==> config.mk <==
export PLATFORM = sky130hd
export DESIGN_NAME = prefetch_queue_unit
export DESIGN_NICKNAME = d
export VERILOG_FILES = /design/src/rtl/pfq_pkg.sv /design/src/rtl/pfq_addr_gen.sv /design/src/rtl/pfq_byte_fifo.sv /design/src/rtl/pfq_bus_arb.sv /design/src/rtl/prefetch_queue_unit.sv
export SDC_FILE = /design/constraint.sdc
export NUM_CORES = 1
export LEC_CHECK = 0
export BUFFER_PORTS_ARGS = -buffer_cell sky130_fd_sc_hd__buf_2
export CORE_ASPECT_RATIO = 1.4
export CORE_UTILIZATION = 50
export CTS_BUF_LIST = sky130_fd_sc_hd__clkbuf_16
export CTS_CLUSTER_DIAMETER = 60
export DETAILED_ROUTE_END_ITERATION = 8
export HOLD_SLACK_MARGIN = 0.12
export PLACE_DENSITY = 0.76
export SLEW_MARGIN = 20
export SYNTH_ARGS = -nofsm -noshare
export SYNTH_HDL_FRONTEND = slang
export SYNTH_SLANG_ARGS = --single-unit
export TNS_END_PERCENT = 30
==> constraint.sdc <==
create_clock -name clk_i -period 3.5 [get_ports clk_i]
set_input_delay 0.525 -clock clk_i [delete_from_list [all_inputs] [get_ports clk_i]]
set_output_delay 0.525 -clock clk_i [all_outputs]
set_load 0.05 [all_outputs]
==> src/rtl/pfq_pkg.sv <==
`timescale 1ns/1ps
package pfq_pkg;
  typedef enum logic [1:0] {
    BUS_IDLE  = 2'd0,
    BUS_FETCH = 2'd1,
    BUS_OPER  = 2'd2
  } bus_state_e;
endpackage

==> src/rtl/pfq_addr_gen.sv <==
`timescale 1ns/1ps
module pfq_addr_gen #(
  parameter int SEG_W = 16,
  parameter int OFF_W = 16,
  parameter int PA_W  = 20,
  parameter int SHIFT = 4
) (
  input  logic [SEG_W-1:0] seg_i,
  input  logic [OFF_W-1:0] off_i,
  output logic [PA_W-1:0]  addr_o
);
  localparam int SH_W = SEG_W + SHIFT;

  logic [SH_W-1:0] seg_sh;

  assign seg_sh = {seg_i, {SHIFT{1'b0}}};
  // carry out of the top bit wraps the address space
  assign addr_o = PA_W'(seg_sh) + PA_W'(off_i);
endmodule

==> src/rtl/pfq_byte_fifo.sv <==
`timescale 1ns/1ps
module pfq_byte_fifo #(
  parameter int DEPTH  = 6,
  parameter int BYTE_W = 8,
  localparam int LVL_W = $clog2(DEPTH + 1)
) (
  input  logic              clk_i,
  input  logic              rst_ni,
  input  logic              clr_i,
  input  logic              push_i,
  input  logic              push_two_i,
  input  logic [BYTE_W-1:0] b0_i,
  input  logic [BYTE_W-1:0] b1_i,
  input  logic              pop_i,
  output logic [BYTE_W-1:0] data_o,
  output logic              valid_o,
  output logic [LVL_W-1:0]  level_o
);
  logic [BYTE_W-1:0] q_q   [DEPTH];
  logic [BYTE_W-1:0] mid_d [DEPTH];
  logic [BYTE_W-1:0] nxt_d [DEPTH];
  logic [LVL_W-1:0]  cnt_q, mid_cnt, nxt_cnt;

  // shift toward the head on pop, then append behind the survivors
  always_comb begin
    mid_cnt = cnt_q;
    for (int i = 0; i < DEPTH; i++) mid_d[i] = q_q[i];
    if (pop_i && cnt_q != '0) begin
      for (int i = 0; i < DEPTH - 1; i++) mid_d[i] = q_q[i+1];
      mid_cnt = cnt_q - LVL_W'(1);
    end
    nxt_cnt = mid_cnt;
    for (int i = 0; i < DEPTH; i++) nxt_d[i] = mid_d[i];
    if (push_i) begin
      for (int i = 0; i < DEPTH; i++) begin
        if (LVL_W'(i) == mid_cnt) nxt_d[i] = b0_i;
        if (push_two_i && LVL_W'(i) == mid_cnt + LVL_W'(1)) nxt_d[i] = b1_i;
      end
      nxt_cnt = mid_cnt + (push_two_i ? LVL_W'(2) : LVL_W'(1));
    end
    if (clr_i) nxt_cnt = '0;
  end

  for (genvar g = 0; g < DEPTH; g++) begin : g_slot
    always_ff @(posedge clk_i or negedge rst_ni) begin
      if (!rst_ni) q_q[g] <= '0;
      else         q_q[g] <= nxt_d[g];
    end
  end

  always_ff @(posedge clk_i or negedge rst_ni) begin
    if (!rst_ni) cnt_q <= '0;
    else         cnt_q <= nxt_cnt;
  end

  assign data_o  = q_q[0];
  assign valid_o = (cnt_q != '0);
  assign level_o = cnt_q;
endmodule

==> src/rtl/pfq_bus_arb.sv <==
`timescale 1ns/1ps
module pfq_bus_arb
  import pfq_pkg::*;
(
  input  logic       clk_i,
  input  logic       rst_ni,
  input  logic       op_req_i,
  input  logic       room_i,
  input  logic       flush_i,
  input  logic       mem_ack_i,
  output bus_state_e state_o,
  output logic       fetch_go_o,
  output logic       oper_go_o,
  output logic       fetch_done_o,
  output logic       oper_done_o
);
  bus_state_e state_q, state_d;
  logic       drop_q;

  assign oper_go_o  = (state_q == BUS_IDLE) && op_req_i;
  assign fetch_go_o = (state_q == BUS_IDLE) && !op_req_i && room_i && !flush_i;

  always_comb begin
    state_d = state_q;
    unique case (state_q)
      BUS_IDLE: begin
        if (oper_go_o)       state_d = BUS_OPER;
        else if (fetch_go_o) state_d = BUS_FETCH;
      end
      BUS_FETCH, BUS_OPER: if (mem_ack_i) state_d = BUS_IDLE;
      default: state_d = BUS_IDLE;
    endcase
  end

  always_ff @(posedge clk_i or negedge rst_ni) begin
    if (!rst_ni) begin
      state_q <= BUS_IDLE;
      drop_q  <= 1'b0;
    end else begin
      state_q <= state_d;
      if (state_q == BUS_FETCH && mem_ack_i)          drop_q <= 1'b0;
      else if (state_q == BUS_FETCH && flush_i)       drop_q <= 1'b1;
    end
  end

  // a flush in the return cycle also drops the word
  assign fetch_done_o = (state_q == BUS_FETCH) && mem_ack_i && !drop_q && !flush_i;
  assign oper_done_o  = (state_q == BUS_OPER) && mem_ack_i;
  assign state_o      = state_q;
endmodule

==> src/rtl/prefetch_queue_unit.sv <==
`timescale 1ns/1ps
module prefetch_queue_unit
  import pfq_pkg::*;
#(
  parameter int Q_DEPTH = 6,
  parameter int SEG_W   = 16,
  parameter int OFF_W   = 16,
  parameter int PA_W    = 20,
  parameter int WORD_W  = 16,
  parameter logic [SEG_W-1:0] RESET_SEG = '0,
  parameter logic [OFF_W-1:0] RESET_OFF = '0
) (
  input  logic                clk_i,
  input  logic                rst_ni,
  input  logic                flush_i,
  input  logic [SEG_W-1:0]    flush_seg_i,
  input  logic [OFF_W-1:0]    flush_off_i,
  output logic [WORD_W/2-1:0] q_data_o,
  output logic                q_valid_o,
  input  logic                q_ready_i,
  input  logic                op_req_i,
  input  logic                op_we_i,
  input  logic [SEG_W-1:0]    op_seg_i,
  input  logic [OFF_W-1:0]    op_off_i,
  input  logic [WORD_W-1:0]   op_wdata_i,
  output logic                op_done_o,
  output logic [WORD_W-1:0]   op_rdata_o,
  output logic                mem_req_o,
  output logic                mem_we_o,
  output logic [PA_W-1:0]     mem_addr_o,
  output logic [WORD_W-1:0]   mem_wdata_o,
  input  logic                mem_ack_i,
  input  logic [WORD_W-1:0]   mem_rdata_i
);
  localparam int BYTE_W = WORD_W / 2;
  localparam int LVL_W  = $clog2(Q_DEPTH + 1);

  bus_state_e        state;
  logic              fetch_go, oper_go, fetch_done, oper_done;
  logic [SEG_W-1:0]  cs_q;
  logic [OFF_W-1:0]  ip_q;
  logic [PA_W-1:0]   fetch_pa, oper_pa;
  logic [PA_W-1:0]   addr_q;
  logic              we_q;
  logic [WORD_W-1:0] wdata_q;
  logic [LVL_W-1:0]  fill_lvl;
  logic              room, pop, odd;
  logic [BYTE_W-1:0] lo_byte, hi_byte;

  assign room    = fill_lvl <= LVL_W'(Q_DEPTH - 2);
  assign odd     = ip_q[0];
  assign lo_byte = mem_rdata_i[BYTE_W-1:0];
  assign hi_byte = mem_rdata_i[WORD_W-1:BYTE_W];
  assign pop     = q_valid_o && q_ready_i && !flush_i;

  pfq_addr_gen #(.SEG_W(SEG_W), .OFF_W(OFF_W), .PA_W(PA_W)) i_fetch_ag (
    .seg_i  (cs_q),
    .off_i  (ip_q),
    .addr_o (fetch_pa)
  );

  pfq_addr_gen #(.SEG_W(SEG_W), .OFF_W(OFF_W), .PA_W(PA_W)) i_oper_ag (
    .seg_i  (op_seg_i),
    .off_i  (op_off_i),
    .addr_o (oper_pa)
  );

  pfq_bus_arb i_arb (
    .clk_i        (clk_i),
    .rst_ni       (rst_ni),
    .op_req_i     (op_req_i),
    .room_i       (room),
    .flush_i      (flush_i),
    .mem_ack_i    (mem_ack_i),
    .state_o      (state),
    .fetch_go_o   (fetch_go),
    .oper_go_o    (oper_go),
    .fetch_done_o (fetch_done),
    .oper_done_o  (oper_done)
  );

  pfq_byte_fifo #(.DEPTH(Q_DEPTH), .BYTE_W(BYTE_W)) i_fifo (
    .clk_i      (clk_i),
    .rst_ni     (rst_ni),
    .clr_i      (flush_i),
    .push_i     (fetch_done),
    .push_two_i (!odd),
    .b0_i       (odd ? hi_byte : lo_byte),
    .b1_i       (hi_byte),
    .pop_i      (pop),
    .data_o     (q_data_o),
    .valid_o    (q_valid_o),
    .level_o    (fill_lvl)
  );

  always_ff @(posedge clk_i or negedge rst_ni) begin
    if (!rst_ni) begin
      cs_q <= RESET_SEG;
      ip_q <= RESET_OFF;
    end else if (flush_i) begin
      cs_q <= flush_seg_i;
      ip_q <= flush_off_i;
    end else if (fetch_done) begin
      ip_q <= ip_q + (odd ? OFF_W'(1) : OFF_W'(2));
    end
  end

  always_ff @(posedge clk_i or negedge rst_ni) begin
    if (!rst_ni) begin
      addr_q  <= '0;
      we_q    <= 1'b0;
      wdata_q <= '0;
    end else if (oper_go) begin
      addr_q  <= oper_pa;
      we_q    <= op_we_i;
      wdata_q <= op_wdata_i;
    end else if (fetch_go) begin
      addr_q  <= fetch_pa & ~PA_W'(1);
      we_q    <= 1'b0;
      wdata_q <= '0;
    end
  end

  assign mem_req_o   = (state != BUS_IDLE);
  assign mem_we_o    = we_q;
  assign mem_addr_o  = addr_q;
  assign mem_wdata_o = wdata_q;
  assign op_done_o   = oper_done;
  assign op_rdata_o  = oper_done ? mem_rdata_i : '0;
endmodule

==> results of run 1 <==
routing by layer:
metal / vias up / part of all wire, % / GRT usage (%)
met5: - / 0 / 0
met4: 0 / 4.2 / 13.5
met3: 71 / 6.3 / 5.48
met2: 307 / 53 / 49.2
met1: 3330 / 37 / 31.2
li1: 3335 / - / -
stage by stage:
step	instance area, µm²	utilization [%]	power (W)	setup WS [ns]
after floorplan	7670	-	0.00465	0.480
after global placement	8650	57.7	0.00540	0.379
after detailed placement	8650	57.7	0.00547	0.238
after CTS	9270	61.8	0.00733	0.191
after global routing	9280	61.9	0.00771	0.0302
final	9280	61.9	0.00733	0.274
logic make-up after synthesis:
logic type,Yosys count,share of synthesized area (%)
adders and majority gates,36,6.17
buffers and inverters,70,4.11
and+or+nand+nor,255,15.9
xor gates and xnor gates,36,4.11
DFF,123,40.1
muxes,58,7.99
AOI/OAI and AO/OA,255,21.6
worst min-delay path, delay by kind of cell:
family	cells	cell delay [ns]
compound gates	1	0.05
buf+inv	1	0.07
simple gates	1	0.03
final timing paths:
kind	depth (start not counted)	endpoint	slack [ns]	from
setup / recovery	14	i_fifo.q_q[19]$_DFF_PN0_	0.27	i_fifo.level_o[0]$_DFF_PN0_
hold / removal	3	mem_wdata_o[8]$_DFFE_PN0P_	0.31	op_wdata_i[8]
setup reg to reg	14	i_fifo.q_q[19]$_DFF_PN0_	0.27	i_fifo.level_o[0]$_DFF_PN0_
min in group asynchronous	2	i_fifo.q_q[33]$_DFF_PN0_	0.54	rst_ni
hold reg to reg	1	cs_q[11]$_DFFE_PN0P_	0.51	cs_q[11]$_DFFE_PN0P_
max in group asynchronous	3	mem_addr_o[16]$_DFFE_PN0P_	2.19	rst_ni
power breakdown:
group / switching [W] / internal [W] / leakage, nW
clock: 0.000659 / 0.00118 / 0.291
sequential: 0.000289 / 0.00187 / 1.56
combinational: 0.00235 / 0.000988 / 2.55
repair_timing:
item / CTS / global route
hold buffers: 1 / 0
resized for setup: 0 / 2
endpoints found under the setup margin: 0 / 6
endpoints found under the hold margin: 20 / 0
registers in the layout (all words and copies together) (netlist names):
register	cells
cs_q	16
i_arb.drop_q	1
i_arb.state_o	2
i_fifo.data_o	8
i_fifo.level_o	3
i_fifo.mid_d	8
i_fifo.q_q	32
ip_q	16
mem_addr_o	20
mem_wdata_o	16
mem_we_o	1
placed cells by master (no fill, tap or decap), types with 3 or more instances in the layout:
cell type | Yosys | routed
nand4_1 | 6 | 6
clkinv_2 | 1 | 5
dfrtp_1 | 123 | 123
fa_1 | 3 | 3
a21o_1 | 12 | 12
mux2_2 | 23 | 23
nand2_1 | 124 | 124
buf_2 | 3 | 165
nand3b_1 | 3 | 3
ha_1 | 33 | 33
o22ai_1 | 43 | 43
o211a_1 | 3 | 3
nor2_1 | 44 | 43
nand2b_1 | 7 | 7
mux2i_1 | 34 | 34
clkinvlp_4 | 0 | 4
a32oi_1 | 14 | 14
and3_1 | 19 | 19
and2_1 | 3 | 3
inv_1 | 18 | 19
a211o_1 | 3 | 3
o21ai_1 | 5 | 5
o21a_1 | 3 | 3
o21ai_0 | 58 | 58
o2111ai_1 | 3 | 3
a31oi_1 | 7 | 7
bufinv_16 | 0 | 4
clkbuf_16 | 0 | 17
a211oi_1 | 12 | 11
nand3_1 | 14 | 14
a22oi_1 | 24 | 24
xor2_1 | 18 | 18
a21oi_1 | 49 | 49
o211ai_1 | 3 | 3
and4_1 | 3 | 3
buf_4 | 8 | 16
nor3_1 | 7 | 7
xnor2_1 | 18 | 18
nor2b_1 | 12 | 12
area by class of cell:
cell class                      instances  area share, %
Clock buffer                           17           4.58
Inverter                               20          0.849
Tap cell                              192           2.59
Sequential cell                       123           33.2
Timing Repair Buffer                  183           10.5
Multi-Input combinational cell        640           46.3
Clock inverter                         15           1.95
==> run summary, run 1 <==
Synth Net Count = 972
Placed Instances = 1157
Die Area = 15800 µm²
Storage cell area = 3080 µm²
fraction of registers with async set/reset = 100%
cell with the most instances after synthesis = nand2_1
final setup TNS = 0 ns
Tcrit/Tclk final = 92.2%
CP top delay family = simple AND/OR/NAND/NOR gates
crit path DAT = 3.49 ns
row count = 53
first-pass GRT wire length = 34000 µm
Main synth FF type = dfrtp_1
Yosys Warn Count = 0
I/O pins = 167
H-tree lvl count = 4
CTS buffer count = 17
syn avg cell area = 9.21 µm²
Vias = 7043
final count of hold timing violations = 0
post-synthesis sequential area ratio = 40.1%
worst path cell trace = inv_1 -> ha_1 -> nor2b_4 -> clkinv_2 -> nand3_1 -> a21boi_4 -> inv_4 -> nor2_1 -> ha_1 -> nor2b_1 -> nand3_1 -> nor2_1 -> o21ai_1 -> a22oi_1
post-CTS setup buffer count = 0
max_cap viols = 0
final setup fails = 0
Die Y = 149 µm
Post-DRT Antenna Nets = 0
mapped cell area = 7670 µm²
Clk Latency, worst-skew pair = 0.42 ns
kind of critical path = reg -> reg
worst path required time = 3.76 ns
max-slew violation count = 0
vias per cell = 5.92
WL final = 21400 µm
area occupied by multi-input gates = 4300 µm²
slew margin rel. = 34.2%
largest net degree at the start of global routing = 68
Yosys top cell by area = dfrtp_1
Clock Skews = 0.00754 ns
final net count = 1124
CP max-delay cell = o21ai_1
number of flops mapped to enable cells by yosys = 0
Synth top area share = 40.1%
CTS tree = yes
clk slew on worst S/H paths = 0.06 ns
layout cells sized above 1 = 25.2%
Hold Path Class = in -> reg
Startpoint Class = flip-flop
crit-path max FO = 9
P per Cell Area = 790 nW/µm²
post-DR wirelength/cell = 18.0 µm
endpoint class of the critical path = flip-flop
Area contributors post-synth = dfrtp_1 (40%), nand2_1 (6.1%), ha_1 (5.4%), mux2i_1 (4.4%), o21ai_0 (3.8%)
VDD IR max = 0.695 mV
Cells after Synth = 833
DRT iter0 DRCs = 422
clock buffer depth = 2
Fmax = 310 MHz
Post-DP HPWL = 15300 µm
CORE AREA = 15000 µm²
crit path buf inv count = 3
root buf cell = clkbuf_16
routability cong. = 0.910
worst hold margin = 0.313 ns
total global routing overflow = 0
RSZ-0062 raised after global routing = false
vias in the first global route = 6893
initial core utilization = 51.2%
Distinct cells, synth = 66
Max stage delay on crit path = 0.50 ns
n_diodes = 0
Worst-Margin Slew = 0.987 ns
drt drc = 0
die width = 107 µm
DR pass1 iterations = 5
top post-synthesis cells by count = nand2_1 (124), dfrtp_1 (123), o21ai_0 (58)
crit path time final = 3.23 ns
# clock sinks = 123
Static Leak = 4.41 nW
port buffer count = 166
area grow syn2layout = 21.0%
Yosys reg bits = 123
Layout Cells excl Fill = 1190
GRT Util Overall = 27.6%
antenna violations before repair = 0
status = complete, no violations
fillers = 1340
Power figures use the tool's default switching activity.
==> run 2: changes to the inputs <==
--- a/config.mk
+++ b/config.mk
@@ -7,12 +7,13 @@
 export LEC_CHECK = 0
 export BUFFER_PORTS_ARGS = -buffer_cell sky130_fd_sc_hd__buf_2
 export CORE_ASPECT_RATIO = 1.4
+export CORE_MARGIN = 2
 export CORE_UTILIZATION = 50
 export CTS_BUF_LIST = sky130_fd_sc_hd__clkbuf_16
 export CTS_CLUSTER_DIAMETER = 60
 export DETAILED_ROUTE_END_ITERATION = 8
 export HOLD_SLACK_MARGIN = 0.12
-export PLACE_DENSITY = 0.76
+export PLACE_DENSITY = 0.78
 export SLEW_MARGIN = 20
 export SYNTH_ARGS = -nofsm -noshare
 export SYNTH_HDL_FRONTEND = slang
==> run 2 against run 1 <==
  * Non-clock buffer count did not move
  * Die area rose by 3.2%
  * Clock skew rose by 0.0013 ns
  * Via count rose by 0.57%
  * Count of clock-buffer cells in the layout did not move
  * Sequential cell count did not move
  * Sequential share of layout area rose by 0.20 points
  * Critical path depth did not move
  * Cell area fell by 0.61%
  * Largest power group unchanged
==> run summary, run 2 (synthesized netlist as in run 1, its figures left out) <==
Static Leak = 4.39 nW (-0.38%)
initial core utilization = 51.2% (unchanged)
cts hold-fix bufs = 0 (-1)
DR pass1 iterations = 5 (unchanged)
max reg flops = 32 (unchanged)
largest net degree at the start of global routing = 55 (-19%)
P per Cell Area = 774 nW/µm² (-2.0%)
crit path DAT = 3.57 ns (+0.08 ns)
DRT iter0 DRCs = 465 (+10%)
H-tree lvl count = 4 (unchanged)
total global routing overflow = 0 (unchanged)
post-CTS setup buffer count = 0 (unchanged)
CTS buffer count = 17 (unchanged)
VDD IR max = 0.551 mV (-21%)
slew margin rel. = 35.7% (+1.5 points)
vias per cell = 5.95 (+0.57%)
final net count = 1124 (unchanged)
worst flop-to-flop path startpoint = i_fifo.level_o[0]$_DFF_PN0_
worst path required time = 3.82 ns (+0.06 ns)
layout cells sized above 1 = 25.4% (+0.20 points)
final count of hold timing violations = 0 (unchanged)
vias in the first global route = 7168 (+4.0%)
post-DR wirelength/cell = 17.8 µm (-0.88%)
drt drc = 0 (unchanged)
Biggest register = i_fifo.q_q
# clock sinks = 123 (unchanged)
status = complete, no violations
first-pass GRT wire length = 34500 µm (+1.6%)
max_cap viols = 0 (unchanged)
row count = 53 (unchanged)
root buf cell = clkbuf_16
crit path time final = 3.25 ns (+0.0227 ns)
clk slew on worst S/H paths = 0.06 ns (about the same)
most frequent cells in the layout = buf_2 (165), nand2_1 (124), dfrtp_1 (123)
Clock Skews = 0.00884 ns (+0.00130 ns)
final setup fails = 0 (unchanged)
kind of critical path = reg -> reg
Layout Cells excl Fill = 1190 (unchanged)
n_diodes = 0 (unchanged)
CTS tree = yes
die width = 109 µm (+1.9%)
Post-DP HPWL = 15400 µm (+0.41%)
Clk Latency, worst-skew pair = 0.42 ns (about the same)
Worst-Margin Slew = 0.965 ns (-0.0218 ns)
worst flop-to-flop path endpoint = i_fifo.q_q[20]$_DFF_PN0_
Hold Path Class = in -> async
crit-path max FO = 9 (unchanged)
I/O pins = 167 (unchanged)
max-slew violation count = 0 (unchanged)
commonest non-fill, non-tap cell in the layout = buf_2
R2R setup slack = 0.25 ns (-0.02 ns)
Tcrit/Tclk final = 92.8% (+0.65 points)
endpoint class of the critical path = flip-flop
Vias = 7083 (+0.57%)
WL final = 21200 µm (-0.88%)
Die Area = 16400 µm² (+3.2%)
Fmax = 308 MHz (-0.70%)
Post-CTS Resized = 0 (unchanged)
R2R depth = 14 (unchanged)
area grow syn2layout = 20.3%
port buffer count = 166 (unchanged)
Post-DRT Antenna Nets = 0 (unchanged)
routability cong. = 0.902 (-0.87%)
clock buffer depth = 2 (unchanged)
Die Y = 151 µm (+1.3%)
Placed Instances = 1158 (+0.086%)
RSZ-0062 raised after global routing = true
final core utilization = 61.6% (-0.38 points)
GRT Util Overall = 27.0% (-0.59 points)
Startpoint Class = flip-flop
CORE AREA = 15000 µm² (unchanged)
antenna violations before repair = 1 (+1)
==> run 2: layer usage <==
layer,global-route usage (%),wire (µm)
met1,30.2,7760
met2,47.5,11100
met3,6.75,1440
met4,12.9,933
met5,0,13
==> run 2: worst max-delay path: stages (launching register included) <==
cell,delay [ns]
dfrtp_1,0.39
inv_1,0.16
ha_1,0.21
nor2b_4,0.20
clkinv_2,0.12
nand3_1,0.10
a21boi_4,0.34
inv_4,0.14
nor2_1,0.13
ha_1,0.15
nor2b_2,0.28
nand3_1,0.27
o21ai_4,0.31
o22ai_1,0.14
a22oi_1,0.20
==> run 2: cell type report <==
type	instances	area (µm²)
Fill cell	1349	5760
Multi-Input combinational cell	640	4310
Sequential cell	123	3080
Timing Repair Buffer	183	961
Clock buffer	17	425
Tap cell	192	240
Clock inverter	15	135
Inverter	20	78.8
==> run 2: report_power, final <==
group / internal [W] / switching (W)
registers: 0.00187 / 0.000279
clock network: 0.00103 / 0.000648
logic: 0.000984 / 0.00233
total: 0.00389 / 0.00326
==> run 2: through the flow <==
stage	hold slack [ns]	setup slack, ns	instance area, µm²	total power, W	TNS, ns
final	0.176	0.251	9230	0.00714	0
after global routing	0.222	-0.0249	9230	0.00756	-0.0393
after CTS	0.186	0.182	9210	0.00715	0
after detailed placement	0.503	0.224	8650	0.00545	0
after global placement	0.498	0.376	8650	0.00539	0
after floorplan	0.229	0.480	7670	0.00465	0
==> run 2: worst max path at each step <==
stage                                start                        to  slack (ns)  depth (start not counted)
2_1_floorplan  i_fifo.level_o[1]$_DFF_PN0_  i_fifo.q_q[32]$_DFF_PN0_        0.48                         13
3_3_place_gp   i_fifo.level_o[1]$_DFF_PN0_  i_fifo.q_q[16]$_DFF_PN0_        0.38                         14
3_5_place_dp   i_fifo.level_o[0]$_DFF_PN0_  i_fifo.q_q[17]$_DFF_PN0_        0.22                         14
4_1_cts        i_fifo.level_o[0]$_DFF_PN0_  i_fifo.q_q[20]$_DFF_PN0_        0.18                         14
5_1_grt        i_fifo.level_o[0]$_DFF_PN0_  i_fifo.q_q[22]$_DFF_PN0_       -0.02                         14
6_report       i_fifo.level_o[0]$_DFF_PN0_  i_fifo.q_q[20]$_DFF_PN0_        0.25                         14
